===== config.mk =====
export PLATFORM = sky130hd
export DESIGN_NAME = wd_regfile
export DESIGN_NICKNAME = d
export VERILOG_FILES = /design/src/rtl/wd_regfile_pkg.sv /design/src/rtl/wd_unlock_seq.sv /design/src/rtl/wd_mmio_window.sv /design/src/rtl/wd_cfg_space.sv /design/src/rtl/wd_regfile.sv
export SDC_FILE = /design/constraint.sdc
export NUM_CORES = 1
export LEC_CHECK = 0
export ABC_AREA = 1
export BUFFER_PORTS_ARGS = -buffer_cell sky130_fd_sc_hd__buf_2
export CAP_MARGIN = 5
export CORE_MARGIN = 2
export CORE_UTILIZATION = 55
export CTS_BUF_LIST = sky130_fd_sc_hd__clkbuf_8
export DETAILED_ROUTE_END_ITERATION = 8
export HOLD_SLACK_MARGIN = 0.15
export PLACE_DENSITY = 0.8
export REMOVE_ABC_BUFFERS = 1
export SYNTH_ARGS = -nofsm -noshare
export SYNTH_HDL_FRONTEND = slang
export SYNTH_HIERARCHICAL = 1
export SYNTH_SLANG_ARGS = --single-unit

===== constraint.sdc =====
create_clock -name clk -period 2.6 [get_ports clk]
set_input_delay 0.52 -clock clk [delete_from_list [all_inputs] [get_ports clk]]
set_output_delay 0.52 -clock clk [all_outputs]
set_load 0.1 [all_outputs]

===== src/rtl/wd_regfile_pkg.sv =====
package wd_regfile_pkg;

    localparam int ADDR_W    = 8;
    localparam int DATA_W    = 32;
    localparam int PRELOAD_W = 20;
    localparam int IRQ_W     = 2;

    typedef enum logic [1:0] {
        SZ_BYTE  = 2'd0,
        SZ_WORD  = 2'd1,
        SZ_DWORD = 2'd2,
        SZ_RSVD  = 2'd3
    } acc_size_e;

    typedef enum logic [1:0] {
        UL_IDLE  = 2'd0,
        UL_ARMED = 2'd1,
        UL_OPEN  = 2'd2
    } unlock_e;

    // offsets whose values software and the core rely on
    localparam logic [7:0] OFS_PRE1   = 8'h00;
    localparam logic [7:0] OFS_PRE2   = 8'h04;
    localparam logic [7:0] OFS_KICK   = 8'h0C;
    localparam logic [7:0] OFS_CTRL   = 8'h60;
    localparam logic [7:0] OFS_LOCK   = 8'h68;

    localparam logic [31:0] MAGIC_ARM  = 32'h0000_0080;
    localparam logic [31:0] MAGIC_OPEN = 32'h0000_0086;

    // control register bits
    localparam int CTRL_NOREBOOT_BIT = 5;
    localparam int CTRL_FAST_BIT     = 2;
    // lock register bits
    localparam int LK_LOCK_BIT = 0;
    localparam int LK_EN_BIT   = 1;
    localparam int LK_FREE_BIT = 2;
    // kick register bits
    localparam int KK_KICK_BIT    = 8;
    localparam int KK_FLAG_BIT    = 9;
    localparam int KK_FLAG_ALTBIT = 12;

endpackage


===== src/rtl/wd_unlock_seq.sv =====
module wd_unlock_seq
    import wd_regfile_pkg::*;
#(
    parameter int AW = ADDR_W,
    parameter int DW = DATA_W
) (
    input  logic          clk,
    input  logic          rst_n,
    input  logic          wr_win,
    input  logic [AW-1:0] addr,
    input  logic [1:0]    size,
    input  logic [DW-1:0] wdata,
    output logic          grant
);

    typedef struct packed {
        unlock_e st;
    } ul_state_t;

    ul_state_t state_d, state_q;

    logic sized_wr;
    logic at_kick;
    logic wide_wr;
    logic hit_arm;
    logic hit_open;

    always_comb begin
        sized_wr = wr_win && (size != SZ_RSVD);
        wide_wr  = wr_win && ((size == SZ_WORD) || (size == SZ_DWORD));
        at_kick  = (addr == AW'(OFS_KICK));
        hit_arm  = sized_wr && at_kick && (wdata == DW'(MAGIC_ARM));
        hit_open = sized_wr && at_kick && (wdata == DW'(MAGIC_OPEN))
                   && (state_q.st == UL_ARMED);
        grant    = wide_wr && (state_q.st == UL_OPEN) && !hit_arm;

        state_d = state_q;
        if (hit_arm) begin
            state_d.st = UL_ARMED;
        end else if (hit_open) begin
            state_d.st = UL_OPEN;
        end else if (grant) begin
            state_d.st = UL_IDLE;
        end
    end

    always_ff @(posedge clk) begin
        if (!rst_n) begin
            state_q.st <= UL_IDLE;
        end else begin
            state_q <= state_d;
        end
    end

    AST_NO_SKIP_ARM: assert property (@(posedge clk) disable iff (!rst_n)
        (state_q.st == UL_IDLE) |=> (state_q.st != UL_OPEN));

    AST_SINGLE_USE: assert property (@(posedge clk) disable iff (!rst_n)
        grant |=> (state_q.st == UL_IDLE));

endmodule


===== src/rtl/wd_mmio_window.sv =====
module wd_mmio_window
    import wd_regfile_pkg::*;
#(
    parameter int AW = ADDR_W,
    parameter int DW = DATA_W,
    parameter int PW = PRELOAD_W
) (
    input  logic          clk,
    input  logic          rst_n,
    input  logic          grant,
    input  logic          rd_win,
    input  logic [AW-1:0] addr,
    input  logic [1:0]    size,
    input  logic [DW-1:0] wdata,
    input  logic          prev_flag,
    output logic [PW-1:0] preload1,
    output logic [PW-1:0] preload2,
    output logic          kick_pulse,
    output logic          flag_clr_pulse,
    output logic [DW-1:0] rdata
);

    typedef struct packed {
        logic [PW-1:0] pre1;
        logic [PW-1:0] pre2;
        logic          kick;
        logic          clr;
    } win_state_t;

    win_state_t st_d, st_q;

    logic at_kick;
    logic unused_hi;

    assign unused_hi = ^wdata;

    always_comb begin
        at_kick = (addr == AW'(OFS_KICK));

        st_d      = st_q;
        st_d.kick = 1'b0;
        st_d.clr  = 1'b0;
        if (grant) begin
            if (size == SZ_DWORD) begin
                if (addr == AW'(OFS_PRE1)) begin
                    st_d.pre1 = wdata[PW-1:0];
                end
                if (addr == AW'(OFS_PRE2)) begin
                    st_d.pre2 = wdata[PW-1:0];
                end
            end
            if ((size == SZ_WORD) && at_kick) begin
                st_d.kick = wdata[KK_KICK_BIT];
                st_d.clr  = wdata[KK_FLAG_BIT] | wdata[KK_FLAG_ALTBIT];
            end
        end

        rdata = '0;
        if (rd_win && (size == SZ_WORD) && at_kick) begin
            rdata[KK_FLAG_BIT]    = prev_flag;
            rdata[KK_FLAG_ALTBIT] = prev_flag;
        end
    end

    always_ff @(posedge clk) begin
        if (!rst_n) begin
            st_q.pre1 <= '1;
            st_q.pre2 <= '1;
            st_q.kick <= 1'b0;
            st_q.clr  <= 1'b0;
        end else begin
            st_q <= st_d;
        end
    end

    assign preload1       = st_q.pre1;
    assign preload2       = st_q.pre2;
    assign kick_pulse     = st_q.kick;
    assign flag_clr_pulse = st_q.clr;

    AST_PRELOAD_GUARDED: assert property (@(posedge clk) disable iff (!rst_n)
        !grant |=> ($stable(st_q.pre1) && $stable(st_q.pre2)));

    AST_KICK_ONE_CYCLE: assert property (@(posedge clk) disable iff (!rst_n)
        st_q.kick |=> !st_q.kick);

    AST_CLR_ONE_CYCLE: assert property (@(posedge clk) disable iff (!rst_n)
        st_q.clr |=> !st_q.clr);

endmodule


===== src/rtl/wd_cfg_space.sv =====
module wd_cfg_space
    import wd_regfile_pkg::*;
#(
    parameter int AW = ADDR_W,
    parameter int DW = DATA_W,
    parameter int IW = IRQ_W
) (
    input  logic          clk,
    input  logic          rst_n,
    input  logic          wr_cfg,
    input  logic          rd_cfg,
    input  logic [AW-1:0] addr,
    input  logic [1:0]    size,
    input  logic [DW-1:0] wdata,
    output logic          reboot_en,
    output logic          fast_scale,
    output logic [IW-1:0] irq_type,
    output logic          wd_lock,
    output logic          wd_enable,
    output logic          free_run,
    output logic [DW-1:0] rdata
);

    typedef struct packed {
        logic          reboot;
        logic          fast;
        logic [IW-1:0] irq;
        logic          lock;
        logic          en;
        logic          free;
    } cfg_state_t;

    cfg_state_t st_d, st_q;

    logic ctrl_hit;
    logic lock_hit;
    logic unused_wd;

    assign unused_wd = ^wdata;

    always_comb begin
        ctrl_hit = (addr == AW'(OFS_CTRL)) && (size == SZ_WORD);
        lock_hit = (addr == AW'(OFS_LOCK)) && (size == SZ_BYTE);

        st_d = st_q;
        if (wr_cfg && ctrl_hit) begin
            st_d.reboot = !wdata[CTRL_NOREBOOT_BIT];
            st_d.fast   = wdata[CTRL_FAST_BIT];
            st_d.irq    = wdata[IW-1:0];
        end
        if (wr_cfg && lock_hit && !st_q.lock) begin
            st_d.lock = wdata[LK_LOCK_BIT];
            st_d.en   = wdata[LK_EN_BIT];
            st_d.free = wdata[LK_FREE_BIT];
        end

        rdata = '0;
        if (rd_cfg && ctrl_hit) begin
            rdata[CTRL_NOREBOOT_BIT] = !st_q.reboot;
            rdata[CTRL_FAST_BIT]     = st_q.fast;
            rdata[IW-1:0]            = st_q.irq;
        end
        if (rd_cfg && lock_hit) begin
            rdata[LK_LOCK_BIT] = st_q.lock;
            rdata[LK_EN_BIT]   = st_q.en;
            rdata[LK_FREE_BIT] = st_q.free;
        end
    end

    always_ff @(posedge clk) begin
        if (!rst_n) begin
            st_q.reboot <= 1'b1;
            st_q.fast   <= 1'b0;
            st_q.irq    <= '0;
            st_q.lock   <= 1'b0;
            st_q.en     <= 1'b0;
            st_q.free   <= 1'b0;
        end else begin
            st_q <= st_d;
        end
    end

    assign reboot_en  = st_q.reboot;
    assign fast_scale = st_q.fast;
    assign irq_type   = st_q.irq;
    assign wd_lock    = st_q.lock;
    assign wd_enable  = st_q.en;
    assign free_run   = st_q.free;

    AST_LOCK_STICKY: assert property (@(posedge clk) disable iff (!rst_n)
        st_q.lock |=> st_q.lock);

    AST_LOCKED_FROZEN: assert property (@(posedge clk) disable iff (!rst_n)
        st_q.lock |=> ($stable(st_q.en) && $stable(st_q.free)));

    AST_RSVD_SIZE_IGNORED: assert property (@(posedge clk) disable iff (!rst_n)
        (wr_cfg && (size == SZ_RSVD)) |=> $stable(st_q));

endmodule


===== src/rtl/wd_regfile.sv =====
module wd_regfile
    import wd_regfile_pkg::*;
#(
    parameter int AW = ADDR_W,
    parameter int DW = DATA_W,
    parameter int PW = PRELOAD_W,
    parameter int IW = IRQ_W
) (
    input  logic          clk,
    input  logic          rst_n,
    input  logic          bus_valid,
    input  logic          bus_write,
    input  logic          bus_cfg,
    input  logic [AW-1:0] bus_addr,
    input  logic [1:0]    bus_size,
    input  logic [DW-1:0] bus_wdata,
    output logic [DW-1:0] bus_rdata,
    input  logic          prev_reboot_in,
    output logic          reboot_en,
    output logic          fast_scale,
    output logic [IW-1:0] irq_type,
    output logic          wd_lock,
    output logic          wd_enable,
    output logic          free_run,
    output logic [PW-1:0] preload1,
    output logic [PW-1:0] preload2,
    output logic          kick_pulse,
    output logic          flag_clr_pulse
);

    typedef struct packed {
        logic [DW-1:0] rdata;
    } rd_state_t;

    rd_state_t rd_d, rd_q;

    logic          wr_win, rd_win, wr_cfg, rd_cfg, rd_any;
    logic          grant;
    logic [DW-1:0] win_rdata;
    logic [DW-1:0] cfg_rdata;

    always_comb begin
        rd_any = bus_valid && !bus_write;
        wr_win = bus_valid && bus_write && !bus_cfg;
        rd_win = rd_any && !bus_cfg;
        wr_cfg = bus_valid && bus_write && bus_cfg;
        rd_cfg = rd_any && bus_cfg;
    end

    wd_unlock_seq #(.AW(AW), .DW(DW)) u_unlock (
        .clk   (clk),
        .rst_n (rst_n),
        .wr_win(wr_win),
        .addr  (bus_addr),
        .size  (bus_size),
        .wdata (bus_wdata),
        .grant (grant)
    );

    wd_mmio_window #(.AW(AW), .DW(DW), .PW(PW)) u_window (
        .clk           (clk),
        .rst_n         (rst_n),
        .grant         (grant),
        .rd_win        (rd_win),
        .addr          (bus_addr),
        .size          (bus_size),
        .wdata         (bus_wdata),
        .prev_flag     (prev_reboot_in),
        .preload1      (preload1),
        .preload2      (preload2),
        .kick_pulse    (kick_pulse),
        .flag_clr_pulse(flag_clr_pulse),
        .rdata         (win_rdata)
    );

    wd_cfg_space #(.AW(AW), .DW(DW), .IW(IW)) u_cfg (
        .clk       (clk),
        .rst_n     (rst_n),
        .wr_cfg    (wr_cfg),
        .rd_cfg    (rd_cfg),
        .addr      (bus_addr),
        .size      (bus_size),
        .wdata     (bus_wdata),
        .reboot_en (reboot_en),
        .fast_scale(fast_scale),
        .irq_type  (irq_type),
        .wd_lock   (wd_lock),
        .wd_enable (wd_enable),
        .free_run  (free_run),
        .rdata     (cfg_rdata)
    );

    always_comb begin
        rd_d = rd_q;
        if (rd_any) begin
            rd_d.rdata = bus_cfg ? cfg_rdata : win_rdata;
        end
    end

    always_ff @(posedge clk) begin
        if (!rst_n) begin
            rd_q.rdata <= '0;
        end else begin
            rd_q <= rd_d;
        end
    end

    assign bus_rdata = rd_q.rdata;

    AST_RDATA_HOLDS: assert property (@(posedge clk) disable iff (!rst_n)
        !rd_any |=> $stable(bus_rdata));

    AST_PULSE_NEEDS_WRITE: assert property (@(posedge clk) disable iff (!rst_n)
        !wr_win |=> (!kick_pulse && !flag_clr_pulse));

endmodule


=== Word level (Yosys, flattened, before mapping) ===
Cells that the tools add are included.

* Register bits after elaboration: 83
* Latch bits: 0
* RAM bits: 0
* Memory bits (read-only): 0
* Bits of input ports: 48
* Output and inout port bits: 81
* Memories kept: 0

* $add $sub $neg: 0
* $mul: 0
* Divide/modulo/power cells: 0
* Order comparisons: 0
* Equality and inequality tests: 11
* Shift operators: 0
* Multiplexer cells: 8
* Bitwise operators: 2
* Reduce and logical (&&, ||, !) cells: 39

{| class="wikitable"
|+ Operators with widths
! cell !! number
|-
| $eq A32 B8 Y1 const B || 2
|-
| $logic_and A1 B1 Y1 || 24
|-
| $eq A8 B7 Y1 const B || 2
|-
| $mux W13 || 1
|-
| $reduce_and A3 Y1 || 3
|-
| $eq A8 B3 Y1 const B || 1
|-
| $eq A8 B4 Y1 const B || 1
|-
| $logic_not A8 Y1 || 1
|-
| $logic_not A1 Y1 || 6
|-
| $mux W3 || 2
|-
| $eq A2 B1 Y1 const B || 2
|-
| $eq A2 B2 Y1 const B || 2
|-
| $mux W2 || 2
|-
| $mux W1 || 3
|-
| $reduce_bool A3 Y1 || 1
|-
| $logic_not A2 Y1 || 1
|-
| $ne A2 B2 Y1 const B || 1
|-
| $reduce_bool A2 Y1 || 1
|-
| $reduce_or A2 Y1 || 1
|-
| $logic_or A1 B1 Y1 || 1
|-
| $not A1 Y1 || 1
|-
| $or A1 B1 Y1 || 1
|}

=== Depth between registers and ports, before layout ===
* Depth in word-level cells: 10
* Mapped depth: 16
* Depth with buffers taken out: 14

=== Modules after synthesis ===
The synthesis kept the hierarchy.

{| class="wikitable"
|+ Modules (own cells, without submodules)
! module !! instances !! cells each !! area an instance (um^2)
|-
| wd_regfile || 1 || 345 || 1,916.8
|-
| wd_mmio_window || 1 || 242 || 1,893.1
|-
| wd_cfg_space || 1 || 114 || 720.7
|-
| wd_unlock_seq || 1 || 61 || 304.0
|}

=== Worst setup path after synthesis ===
Ideal clock, no wire load.

* Kind: input to register
* Start point: in bus_cfg
* End point: reg u_window.st_q (netlist bit u_window/preload1[0])
* Arrival: 2.012 ns
* Slack: 0.454 ns
* Cell stages on the path: 15
* Path buffers: 3
* Path through: buf_4 buf_4 nor3_1 nand2_1 nor2_1 nand2_1 nor2_2 nand2_2 nand2_2 inv_1 nand3_1 nor2_4 buf_4 nand3_1 nand3_1

* Cells in the longest elaborated chain, start to end: 8
* Elaborated cells on any way between the ends: 10
* Those cells by class: 10 x reduce/logical

{| class="wikitable"
|+ RTL lines
! element !! line !! text
|-
| start, declared || wd_regfile.sv:13 || <nowiki>input logic bus_cfg,</nowiki>
|-
| $logic_not A1 Y1 * || wd_regfile.sv:44 || <nowiki>wr_win = bus_valid && bus_write && !bus_cfg;</nowiki>
|-
| $logic_and A1 B1 Y1 * || wd_regfile.sv:44 ||
|-
| via wr_win || wd_regfile.sv:37 || <nowiki>logic wr_win, rd_win, wr_cfg, rd_cfg, rd_any;</nowiki>
|-
| $logic_and A1 B1 Y1 || wd_unlock_seq.sv:29 || <nowiki>sized_wr = wr_win && (size != SZ_RSVD);</nowiki>
|-
| $logic_and A1 B1 Y1 (2 in series) || wd_unlock_seq.sv:32 || <nowiki>hit_arm = sized_wr && at_kick && (wdata == DW'(MAGIC_ARM));</nowiki>
|-
| $logic_not A1 Y1 || wd_unlock_seq.sv:35 || <nowiki>grant = wide_wr && (state_q.st == UL_OPEN) && !hit_arm;</nowiki>
|-
| $logic_and A1 B1 Y1 * || wd_unlock_seq.sv:35 ||
|-
| via grant || wd_regfile.sv:38 || <nowiki>logic grant;</nowiki>
|-
| $reduce_and A3 Y1 (no source line) * || n/a ||
|-
| end signal, assigned || wd_mmio_window.sv:72 || <nowiki>st_q <= st_d;</nowiki>
|-
| end, declared || wd_mmio_window.sv:30 || <nowiki>win_state_t st_d, st_q;</nowiki>
|}

Mark *: on every way through the listed nets, which the timed path passes. The rest lies on a longest branch.
A chain may end at the register's enable or synchronous reset.

=== Worst setup path in the final report ===
* Start point: in bus_valid
* End point: reg u_window.st_q (netlist bit u_window/preload2[0])

* Cells in the longest elaborated chain, start to end: 8
* Elaborated cells on any way between the ends: 10
* Those cells by class: 10 x reduce/logical

{| class="wikitable"
|+ RTL lines
! element !! line !! text
|-
| start, declared || wd_regfile.sv:11 || <nowiki>input logic bus_valid,</nowiki>
|-
| $logic_and A1 B1 Y1 * (2 in series) || wd_regfile.sv:44 ||
|-
| via wr_win || wd_regfile.sv:37 ||
|-
| $logic_and A1 B1 Y1 || wd_unlock_seq.sv:29 ||
|-
| $logic_and A1 B1 Y1 (2 in series) || wd_unlock_seq.sv:32 ||
|-
| $logic_not A1 Y1 || wd_unlock_seq.sv:35 ||
|-
| $logic_and A1 B1 Y1 * || wd_unlock_seq.sv:35 ||
|-
| via grant || wd_regfile.sv:38 ||
|-
| $reduce_and A3 Y1 (no source line) * || n/a ||
|}

Marks and branches as above.

==> results.txt <==
----------------------------------------------------
[Status]
  Run status ... finished clean

[Synthesis]
  Number of different library cells in the post-synthesis netlist ... 26
  Cell types with the largest area share after synthesis ... sky130_fd_sc_hd__dfxtp_1, sky130_fd_sc_hd__nand2_1, sky130_fd_sc_hd__buf_4
  Synthesis Warnings ... 6
  Count of state elements after synthesis ... 83
  Top cell type's share of synthesized area ... 0.344
  Number of enable-type register cells in the synthesized netlist ... 0
  Post-Synthesis Cells ... 762
  Share of synthesized registers carrying an async set or reset ... 0
  Post-synth top flop ... sky130_fd_sc_hd__dfxtp_1
  Cell with the most instances after synthesis ... sky130_fd_sc_hd__nand2_1
  Average footprint of a synthesized cell ... 6.34 µm²
  Syn Std Cell Area ... 4830 µm²
  Most area-hungry cell type in the Yosys netlist ... sky130_fd_sc_hd__dfxtp_1
  Fraction of the yosys area taken by sequential cells ... 0.344
  Commonest cells post-synth ... sky130_fd_sc_hd__nand2_1, sky130_fd_sc_hd__nor2_1, sky130_fd_sc_hd__inv_1, sky130_fd_sc_hd__nand3_1, sky130_fd_sc_hd__dfxtp_1

[STA]
  Part of the cycle the worst path needs ... 0.822
  Final setup skew ... 0.0162 ns
  Final count of negative-setup-slack endpoints ... 0
  Sum Neg Setup Slack ... 0 ns
  RSZ-0062 raised after global routing ... no
  Number of max-slew violations in the final report ... 0
  Maximum achievable frequency ... 468 MHz
  Hold Slack ... 0.409 ns
  Shortest period the worst path allows ... 2.14 ns
  Number of endpoints with negative hold slack in the final report ... 0
  Measured slew at the worst slew-check pin ... 0.692 ns
  Max-Slew Margin vs Limit ... 0.538

[Layout]
  Final Cell Area ... 5390 µm²
  Number of nets at the end of the flow ... 923
  Antenna fix cells ... 0
  Layout area overhead ... 11.4%
  Layout cell share with drive strength beyond 1 ... 0.207
  Final design utilization ... 0.624

[Clock tree]
  Clock network latency to the later pin of the worst-skew pair ... 0.38 ns
  TritonCTS Buffers ... 9
  Clock slew seen by the registers of the worst setup and hold paths ... 0.09 ns
  Gates resized, CTS repair ... 0
  Number of H-tree levels ... 3
  Number of hold buffers added after cts ... 0
  Number of post-CTS setup repair buffers ... 0
  Root buffer cell ... sky130_fd_sc_hd__clkbuf_8
  TritonCTS sink count ... 83
  Clock tree from TritonCTS ... yes
  Bufs on Longest Clock Path ... 2

[Detailed routing]
  Antenna viol nets, final ... 0
  Routed WL ... 10.1 mm
  Detailed-router iteration count before antenna repair ... 5
  DR DRC count ... 0
  Initial detailed-routing violation count ... 192
  Average detailed-routed wire length per instance ... 10.2 µm
  DR vias/cell ... 4.39
  Number of vias after detailed routing ... 4328

[Global routing]
  Maximum number of pins on one net before global-route repair ... 50
  Number of global-route vias before repair ... 3748
  Number of antenna violations at the first check in global routing ... 0
  Remaining Overflow, GRT ... 0
  First-pass GRT wire length ... 17.3 mm
  Global router's overall resource usage ... 0.219

[Critical path]
  Biggest fanout along the worst timing path ... 20
  Arrival @ worst endpoint ... 2.37 ns
  Category of the critical setup timing path ... input port to flop
  Crit path launch type ... input port
  Sort of element at the end of the critical path ... flop
  Critical path data required time ... 2.84 ns

[Floorplan]
  Die boundary width ... 97.8 µm
  Initial cell density of the core ... 0.560
  Placeable core region ... 8640 µm²
  Top-level port count ... 129
  Vertical die dimension ... 97.8 µm
  # rows ... 34
  Die Outline Area ... 9560 µm²

[Pwr]
  Power Density ... 523 nW/µm²
  Power consumption ... 2.82 mW
  Reported leakage power ... 3.19 nW
  Peak ir drop on the vdd network ... 0.000311 V

[Place]
  Post-detailed-placement cell area ... 5190 µm²
  Detailed placer's ending HPWL ... 7.01 mm
  Count of input and output buffers ... 128
  Global placer's final weighted congestion ... 0.839

[Run]
  Count of max-cap constraint violations ... 0

[Worst hold path]
  Class of the worst hold path ... input port to flop

----------------------------------------------------
[per-layer routing]
| layer | share of wire | global-route usage | wire [µm] | vias up |
|---|---|---|---|---|
| met3 | 0.072 | 0.0723 | 720 | 16 |
| met4 | 0.018 | 0.0630 | 184 | 0 |
| met5 | 0 | 0 | 0 | - |
| met1 | 0.47 | 0.294 | 4740 | 1808 |
| li1 | - | - | - | 2383 |
| met2 | 0.44 | 0.341 | 4420 | 121 |
[power by group]
group / internal [mW] / leakage, nW / switching (mW)
combinational: 0.121 / 2.41 / 0.438
clock: 0.383 / 0.103 / 0.556
sequential: 1.30 / 0.676 / 0.0147
[area by class of cell]
cell class	count	area, µm²
flip-flops and latches	83	1660
inverters	107	404
clock buffers	9	124
clock inverters	7	76.3
well taps	108	135
repair buffers	137	721
fillers	856	3250
multi-input cells	536	2270
[sequential cells by signal (all words and copies together) (netlist names)]
name	cells
u_cfg/reboot_en	1
u_cfg/wd_enable	1
u_window/kick_pulse	1
u_window/flag_clr_pulse	1
u_cfg/free_run	1
bus_rdata	32
u_unlock/state_q	2
u_cfg/wd_lock	1
u_cfg/fast_scale	1
u_window/preload1	20
u_cfg/irq_type	2
u_window/preload2	20
[worst max-delay path, cell delays in order]
cell and delay, ns:
sky130_fd_sc_hd__buf_2 0.10, sky130_fd_sc_hd__inv_2 0.05, sky130_fd_sc_hd__nor3_1 0.31, sky130_fd_sc_hd__nand3_1 0.12
sky130_fd_sc_hd__inv_1 0.08, sky130_fd_sc_hd__nand2_2 0.06, sky130_fd_sc_hd__inv_1 0.07, sky130_fd_sc_hd__nand3_1 0.12
sky130_fd_sc_hd__nor2_4 0.36, sky130_fd_sc_hd__nand2_2 0.37, sky130_fd_sc_hd__nand2_1 0.14, sky130_fd_sc_hd__nand3_1 0.07
[logic make-up (layout without fill, tap and decap cells)]
family          count (synthesis)  after routing  synth area share
buf+inv                       199            260             0.231
other cells                     2             58           0.00155
fa+ha+maj                       1              1           0.00259
compound gates                  6              6           0.00750
flops                          83             83             0.344
simple gates                  471            471             0.414
[cell usage in the layout (no fill, tap or decap), drive strengths merged, types with 2 or more instances in the layout]
master | synthesis | routed
a21oi | 2 | 2
nor3 | 2 | 2
clkinv | 0 | 2
nor2 | 119 | 119
conb | 2 | 58
clkbuf | 5 | 9
dfxtp | 83 | 83
nand2 | 250 | 250
inv | 107 | 112
o21ai | 3 | 3
nand4 | 10 | 10
buf | 87 | 137
nand3 | 88 | 88
[stage by stage]
stage / cells / setup slack [ns]
4_1_cts: 987 / 0.510
3_5_place_dp: 971 / 0.106
2_1_floorplan: 726 / 0.305
6_report: 987 / 0.462
5_1_grt: 987 / 0.323
3_3_place_gp: 971 / 0.158
[final timing paths]
kind | cells after the start | slack, ns | from | endpoint
worst max-delay path | 12 | 0.46 | bus_valid | u_window/preload2[0]$_SDFFE_PN1P_
worst min-delay path | 3 | 0.41 | bus_wdata[8] | u_window/kick_pulse$_SDFF_PN0_
worst max register to register | 11 | 0.61 | u_unlock/state_q[1]$_SDFFE_PP0P_ | u_window/preload2[0]$_SDFFE_PN1P_
worst min register to register | 2 | 0.46 | u_window/preload1[0]$_SDFFE_PN1P_ | u_window/preload1[0]$_SDFFE_PN1P_
Power figures use the tool's default switching activity.
